$ cat src/rtl/dtmf_pair_classifier.sv
module dtmf_pair_classifier #(
  parameter int CLK_HZ  = 3579545,
  parameter int TOL_PML = 25,
  parameter int NPER    = 4
) (
  input  logic       clk,
  input  logic       rst,
  input  logic       tone_lo,
  input  logic       tone_hi,
  output logic       est,
  output logic [3:0] code
);

  function automatic longint tone_hz(int g, int i);
    if (g == 0)
      case (i)
        0: return 697;
        1: return 770;
        2: return 852;
        default: return 941;
      endcase
    else
      case (i)
        0: return 1209;
        1: return 1336;
        2: return 1477;
        default: return 1633;
      endcase
  endfunction

  function automatic longint lo_lim(int g, int i);
    longint d;
    d = tone_hz(g, i) * (1000 + TOL_PML);
    return (longint'(CLK_HZ) * 1000 + d - 1) / d;
  endfunction

  function automatic longint hi_lim(int g, int i);
    return (longint'(CLK_HZ) * 1000) / (tone_hz(g, i) * (1000 - TOL_PML));
  endfunction

  function automatic longint to_lim(int g);
    return hi_lim(g, 0) * 5 / 4;
  endfunction

  function automatic logic [3:0] key_code(logic [1:0] r, logic [1:0] c);
    if (c == 2'd3) return 4'd13 + {2'b00, r};
    if (r == 2'd3)
      case (c)
        2'd0: return 4'd11;
        2'd1: return 4'd10;
        default: return 4'd12;
      endcase
    return ({2'b00, r} << 1) + {2'b00, r} + {2'b00, c} + 4'd1;
  endfunction

  localparam int TO_LO = int'(to_lim(0));
  localparam int TO_HI = int'(to_lim(1));
  localparam int CW    = $clog2(TO_LO + 2);
  localparam int RW    = $clog2(NPER + 1);
  localparam logic [RW-1:0] FULL = RW'(NPER);

  logic [1:0]       tone;
  logic [2:0]       sy    [2];
  logic [CW-1:0]    cnt   [2];
  logic [RW-1:0]    run   [2];
  logic [1:0]       bin   [2];
  logic [1:0]       nbin  [2];
  logic [1:0][3:0]  inb;
  logic [1:0]       rise, tmo, hit, armed, ok;

  assign tone = {tone_hi, tone_lo};

  for (genvar g = 0; g < 2; g++) begin : gen_grp
    localparam logic [CW-1:0] TOG = CW'(to_lim(g));

    for (genvar i = 0; i < 4; i++) begin : gen_bin
      localparam logic [CW-1:0] LB = CW'(lo_lim(g, i));
      localparam logic [CW-1:0] HB = CW'(hi_lim(g, i));
      assign inb[g][i] = (cnt[g] >= LB) && (cnt[g] <= HB);
    end

    assign rise[g] = sy[g][1] & ~sy[g][2];
    assign tmo[g]  = cnt[g] == TOG;
    assign hit[g]  = |inb[g];
    assign nbin[g] = {inb[g][3] | inb[g][2], inb[g][3] | inb[g][1]};
    assign ok[g]   = run[g] == FULL;

    always_ff @(posedge clk) begin
      if (rst) begin
        sy[g]    <= '0;
        cnt[g]   <= '0;
        run[g]   <= '0;
        bin[g]   <= '0;
        armed[g] <= 1'b0;
      end else begin
        sy[g] <= {sy[g][1:0], tone[g]};
        if (rise[g]) begin
          cnt[g]   <= CW'(1);
          armed[g] <= 1'b1;
          if (!armed[g] || !hit[g]) begin
            run[g] <= '0;
          end else if (run[g] != '0 && nbin[g] == bin[g]) begin
            if (run[g] != FULL) run[g] <= run[g] + RW'(1);
          end else begin
            run[g] <= RW'(1);
            bin[g] <= nbin[g];
          end
        end else if (tmo[g]) begin
          armed[g] <= 1'b0;
          run[g]   <= '0;
        end else begin
          cnt[g] <= cnt[g] + CW'(1);
        end
      end
    end
  end

  assign est  = ok[0] & ok[1];
  assign code = est ? key_code(bin[0], bin[1]) : 4'd0;

endmodule

$ cat config.mk
export PLATFORM = sky130hd
export DESIGN_NAME = dtmf_pair_classifier
export DESIGN_NICKNAME = d
export VERILOG_FILES = /design/src/rtl/dtmf_pair_classifier.sv
export SDC_FILE = /design/constraint.sdc
export NUM_CORES = 1
export LEC_CHECK = 0
export BUFFER_PORTS_ARGS = -buffer_cell sky130_fd_sc_hd__buf_2
export CORE_MARGIN = 4
export CORE_UTILIZATION = 40
export CTS_CLUSTER_SIZE = 28
export DETAILED_ROUTE_END_ITERATION = 10
export SYNTH_ARGS = -nofsm -noshare
export SYNTH_HDL_FRONTEND = slang
export SYNTH_SLANG_ARGS = --single-unit
$ cat constraint.sdc
create_clock -name clk -period 2.7 [get_ports clk]
set_input_delay 0.27 -clock clk [delete_from_list [all_inputs] [get_ports clk]]
set_output_delay 0.27 -clock clk [all_outputs]
set_load 0.005 [all_outputs]
==> impl_metrics.ini, run 1 <==
[route]
wirelength_mm = 7.15
avgViaCountPerCell = 5.43
drtIter0Drc = 115
wire_per_inst_um = 14.3
drt_first_pass_iters = 5
drc_errors = 0
vias = 2712
drtAntennaViolNets = 0

[timing]
finalSetupTns_ns = 0
finalHoldViolations = 0
setup_violations = 0
holdWs_ns = 0.182
skew_ns = 0.0122
rsz0062_at_grt = yes
max_slew_margin = 0.615
period_needed_ns = 2.62
setup_ws_ns = 0.0818
drv_slew = 0
tightestPinTransition_ns = 0.577
min_period_over_period = 0.970
fmax_mhz = 382

[floorplanning]
ios = 9
die_area_um2 = 9640
start_util = 0.417
die_x_um = 98.2
coreArea_um2 = 7810
rows = 32
die_y_um = 98.2

[cts]
clock-sinks = 44
cts_tree = built
clk_path_buf_depth = 2
cts_root_buffer = clkbuf_8
cts-buffers-inserted = 5
hold_buffers = 0
htree_levels = 2
clkTransAtPathRegs_ns = 0.08
clk_latency_ns = 0.30

[worst_setup_path]
cp_slowest_cell = fa_1
cp-end-kind = output pin
crit_family = adder cells
critPathBufInv = 2
path_class = reg2out
crit_arrival_ns = 2.35
cp_common_cell = fa_1
cp_max_fo = 5
reg2reg_depth = 7
crit_chain = fa_1, ha_1, inv_1, fa_1, and3b_1, a311oi_1, buf_2
max_stage_delay_ns = 0.54
startpoint_type = flop
worstPathRequired_ns = 2.43
cp.depth = 7

[synthesis]
synth_nets = 384
synth_adder_area_share = 0.0623
synth-simple-area-share = 0.266
yosysTopAreaCell = edfxtp_1
synth_top_area_share = 0.332
synthArstFlopShare = 0
synth_compound_area_frac = 0.146
ys_types = 68
synth_edf_count = 36
ys_seq_area_frac = 0.382
netlist_area_um2 = 3250
ys_warn_count = 0
synth_xor_area_frac = 0.0723
synth_seq_cells = 44
syn_area_per_cell_um2 = 8.91
synth_top_family_by_area = simple AND/OR/NAND/NOR gates
synth.area.mux_share = 0.00654
synth_area_leaders = edfxtp_1 33%, nor2_1 6.2%, ha_1 5.0%, dfxtp_1 4.9%, xnor2_1 3.8%
syn_inst = 365
ys.flop_type = edfxtp_1

[layout]
syn_to_final_growth_pct = 16.4
antenna_cells = 0
layout-drive-gt1-share = 0.189
final_area_um2 = 3780
final_nets = 415

[min_path]
hold_depth = 2
min_path_type = in2reg

[run_status]
status = complete, no violations

[power_and_ir_drop]
pwr-share-comb = 0.106
p_int_mw = 1.11
p_sw_frac = 0.233
p_total_mw = 1.44
p_clk_frac = 0.363
seq_power_share = 0.531
peakVddDrop_mv = 0.261
p_leak_nw = 1.48
p_per_area_nw_per_um2 = 381
p_sw_mw = 0.335

[placed_design]
gp_congestion = 0.871
hpwl_mm = 5.12
dpl_worst_slack_ns = -0.00983
numPortBuffers = 8
dpl_cell_area_um2 = 3510

[global_routing]
grt_usage = 0.152
grt_pass1_vias = 2565
antenna_found_initial = 0
grt_pass1_wl_mm = 12.2
overflow = 0
grt_max_degree = 14

[flow_run]
max_cap_viol_count = 0
per-stage QoR:
| step | std cells | util |
|---|---|---|
| after floorplan | 365 | - |
| after CTS | 488 | 0.467 |
| after detailed placement | 479 | 0.449 |
| after global placement | 479 | 0.449 |
| final | 499 | 0.485 |
| after global routing | 499 | 0.485 |
kinds of logic (layout without fill, tap and decap cells):
logic type,after synthesis,after routing
AO/OA/AOI/OAI,66,66
XOR/XNOR,26,26
buffers and inverters,48,80
multiplexers,2,2
flip-flops,44,44
adder cells (fa/ha/maj),15,15
AND/OR/NAND/NOR,164,164
synthesized netlist by cell type, types with 3 or more instances:
| cell type | n |
|---|---|
| nand4_1 | 6 |
| dfxtp_1 | 8 |
| nand2_1 | 26 |
| edfxtp_1 | 36 |
| xnor2_1 | 14 |
| a211o_1 | 3 |
| nor2_1 | 54 |
| nand3_1 | 15 |
| nor3_1 | 8 |
| a21oi_1 | 17 |
| buf_2 | 7 |
| and2_1 | 4 |
| and3_1 | 7 |
| a31oi_1 | 3 |
| ha_1 | 13 |
| nand4b_1 | 5 |
| nor2b_1 | 10 |
| nand2b_1 | 8 |
| buf_4 | 4 |
| o21ai_0 | 9 |
| clkbuf_1 | 12 |
| xor2_1 | 11 |
| inv_1 | 24 |
| nor4_1 | 3 |
power by group through the flow:
stage,logic [mW],registers [mW],clock network (mW)
after global routing,0.174,0.769,0.570
after CTS,0.137,0.766,0.541
after detailed placement,0.133,0.781,0
final,0.153,0.765,0.523
after global placement,0.132,0.780,0
after floorplan,0.0991,0.774,0
flip-flops by register name (all words and copies together) (netlist names):
name,count
sy,6
bin,4
armed,2
cnt,26
run,6
layout make-up:
cell class	instances	area, µm²
well taps	102	128
repair buffers	48	340
inverters	24	90.1
multi-input cells	273	1860
fillers	740	4020
clock buffers	8	121
flip-flops and latches	44	1240
layer usage:
metal,wire length (µm),track usage,vias to the layer above
li1,-,-,1363
met2,3280,0.236,66
met1,3440,0.219,1276
met5,0,0,-
met3,343,0.0286,7
met4,88,0.0357,0
placed cells by master (no fill, tap or decap), types with 3 or more instances in the layout:
cell,netlist,routed
and3_1,7,7
a21oi_1,17,15
xnor2_1,14,14
and2_1,4,4
buf_2,7,8
dfxtp_1,8,8
buf_4,4,40
nand2b_1,8,8
inv_1,24,24
o21ai_0,9,8
nand2_1,26,26
edfxtp_1,36,36
clkbuf_8,0,7
nand3_1,15,15
nand4b_1,5,5
xor2_1,11,11
nor4_1,3,3
nor2b_1,10,10
nor3_1,8,8
nor2_1,54,54
a211o_1,3,3
nand4_1,6,6
ha_1,13,13
final timing paths:
path | from | end | slack (ns)
max | bin[0][0] | code[3] | 0.08
max reg2reg | cnt[1][1] | run[1][2] | 0.13
min | tone_lo | sy[0][0] | 0.18
min reg2reg | sy[0][0] | sy[0][1] | 0.44
timing repair:
item	in CTS	in global routing
gates resized for setup	1	10
pin swaps	0	2
setup endpoints to repair	4	13
buffers inserted	1	11
No activity file was read; power rests on OpenSTA's default activity.
==> run 2: changes to the inputs <==
Settings changed: ABC_AREA from default to 1.
==> impl_metrics.ini, run 2 <==
[timing]
setup_ws_ns = 0.104
finalHoldViolations = 0
period_needed_ns = 2.60
setup_violations = 0
skew_ns = 0.0166
fmax_mhz = 385
rsz0062_at_grt = no
holdWs_ns = 0.188
tightestPinTransition_ns = 0.567
finalSetupTns_ns = 0
drv_slew = 0
min_period_over_period = 0.962
max_slew_margin = 0.621

[floorplanning]
coreArea_um2 = 8890
die_area_um2 = 10900
ios = 9
die_x_um = 104
rows = 34
die_y_um = 104
start_util = 0.418

[cts]
clk_path_buf_depth = 2
htree_levels = 2
clock-sinks = 44
hold_buffers = 0
cts-buffers-inserted = 5
cts_root_buffer = clkbuf_8
cts_tree = built
clkTransAtPathRegs_ns = 0.09
clk_latency_ns = 0.30

[route]
drt_first_pass_iters = 4
drtAntennaViolNets = 0
wire_per_inst_um = 12.8
avgViaCountPerCell = 5.15
drc_errors = 0
drtIter0Drc = 154
wl_met2_mm = 3.96
wirelength_mm = 8.36
drt-met1-wl_mm = 4.00
topRoutingLayerUsed = met4
wl_met3_um = 304
vias = 3373

[power_and_ir_drop]
peakVddDrop_mv = 0.187
p_leak_nw = 1.80
p_per_area_nw_per_um2 = 359

[synthesis]
ys_warn_count = 0
syn_inst = 539
synth_edf_count = 36
netlist_area_um2 = 3720
synth_nets = 558
ys_types = 38
ys_seq_area_frac = 0.334
synthArstFlopShare = 0
synth_area_leaders = edfxtp_1 29%, nand2_1 12%, nor2_1 10%, inv_1 7.5%, nand3_1 5.3%
synth_most_common_cell = nand2_1
synth_top_area_share = 0.291
yosysTopAreaCell = edfxtp_1
ys.flop_type = edfxtp_1
syn_area_per_cell_um2 = 6.89
yosys-top-cells-count = 122 x nand2_1, 100 x nor2_1, 74 x inv_1
synth_seq_cells = 44

[global_routing]
grt_pass1_wl_mm = 15.0
grt_usage = 0.161
overflow = 0
grt_max_degree = 15
antenna_found_initial = 0
grt_pass1_vias = 3240

[layout]
final_nets = 565
antenna_cells = 0
largest_reg_flops = 26
final_common_cell = nand2_1
layout-drive-gt1-share = 0.141
reg_top3 = cnt (26), run (6), sy (6)
layout_common_cells = 122 x nand2_1, 100 x nor2_1, 74 x inv_1, 39 x nand3_1, 36 x edfxtp_1
fill_cells = 954
syn_to_final_growth_pct = 6.50
largest-register = cnt

[worst_setup_path]
cp_max_fo = 4
reg2reg_to = run[1][0]
reg2reg_depth = 11
cp-startpoint = bin[0][0]
path_class = reg2out
worstPathRequired_ns = 2.43
crit_arrival_ns = 2.33
cp-end-kind = output pin
timing.rr.start = cnt[1][0]
r2r_slack_ns = 0.48
startpoint_type = flop

[placed_design]
hpwl_mm = 6.62
numPortBuffers = 8
gp_congestion = 0.936
dpl_worst_slack_ns = 0.360

[flow_run]
max_cap_viol_count = 0

[run_status]
status = complete, no violations

[min_path]
hp-start = tone_lo
hold_end = sy[0][0]
hold_depth = 3
min_path_type = in2reg
-- run 2: metal layers --
layer  track usage  vias up
li1              -     1741
met1         0.218     1569
met2         0.269       55
met3        0.0211        8
met4        0.0475        0
met5             0        -
-- run 2: worst max-delay path by stage --
| stage | endpoint | cells past startpoint |
|---|---|---|
| floorplan | code[2] | 7 |
| global placement | code[2] | 8 |
| global route | code[2] | 8 |
| detailed placement | code[2] | 8 |
| CTS | code[2] | 8 |
| finish | code[2] | 8 |
-- run 2: logic make-up (layout without fill, tap and decap cells) --
group | after synthesis | in the layout | share of synthesized area
and+or+nand+nor | 328 | 328 | 0.409
AOI/OAI and AO/OA | 46 | 46 | 0.0748
buffers and inverters | 97 | 105 | 0.106
xor gates and xnor gates | 9 | 9 | 0.0212
adders and majority gates | 15 | 15 | 0.0545
DFF | 44 | 44 | 0.334
-- run 2: area by class of cell --
class                   count  area (µm²)  area share
inverters                  85         319      0.0806
clock buffers               5        68.8      0.0174
clock inverters             3        42.5      0.0107
flip-flops and latches     44        1240       0.314
well taps                 108         135      0.0341
multi-input cells         398        2080       0.526
repair buffers             12        70.1      0.0177
-- run 2: timing repair --
action,in CTS,in global routing
endpoints found under the setup margin,1,1
buffers inserted,1,1
resized for setup,0,1
-- run 2: power by group --
group / switching [mW] / internal, mW
logic: 0.0861 / 0.0451
clock network: 0.247 / 0.274
registers: 0.0210 / 0.749
-- run 2: per-stage QoR --
stage	util	cell area, µm²	power, mW	std cells
after detailed placement	0.431	3830	0.915	645
after CTS	0.444	3950	1.44	654
after global routing	0.445	3960	1.48	655
after floorplan	-	3720	0.882	539
after global placement	0.431	3830	0.912	645
final	0.445	3960	1.42	655
-- run 2: worst max-delay path: stages (launching register included) --
cell      delay, ns
edfxtp_1       0.47
fa_1           0.48
ha_1           0.21
inv_1          0.07
fa_1           0.41
o21ai_1        0.14
nor2_1         0.05
nor2_1         0.09
buf_2          0.12
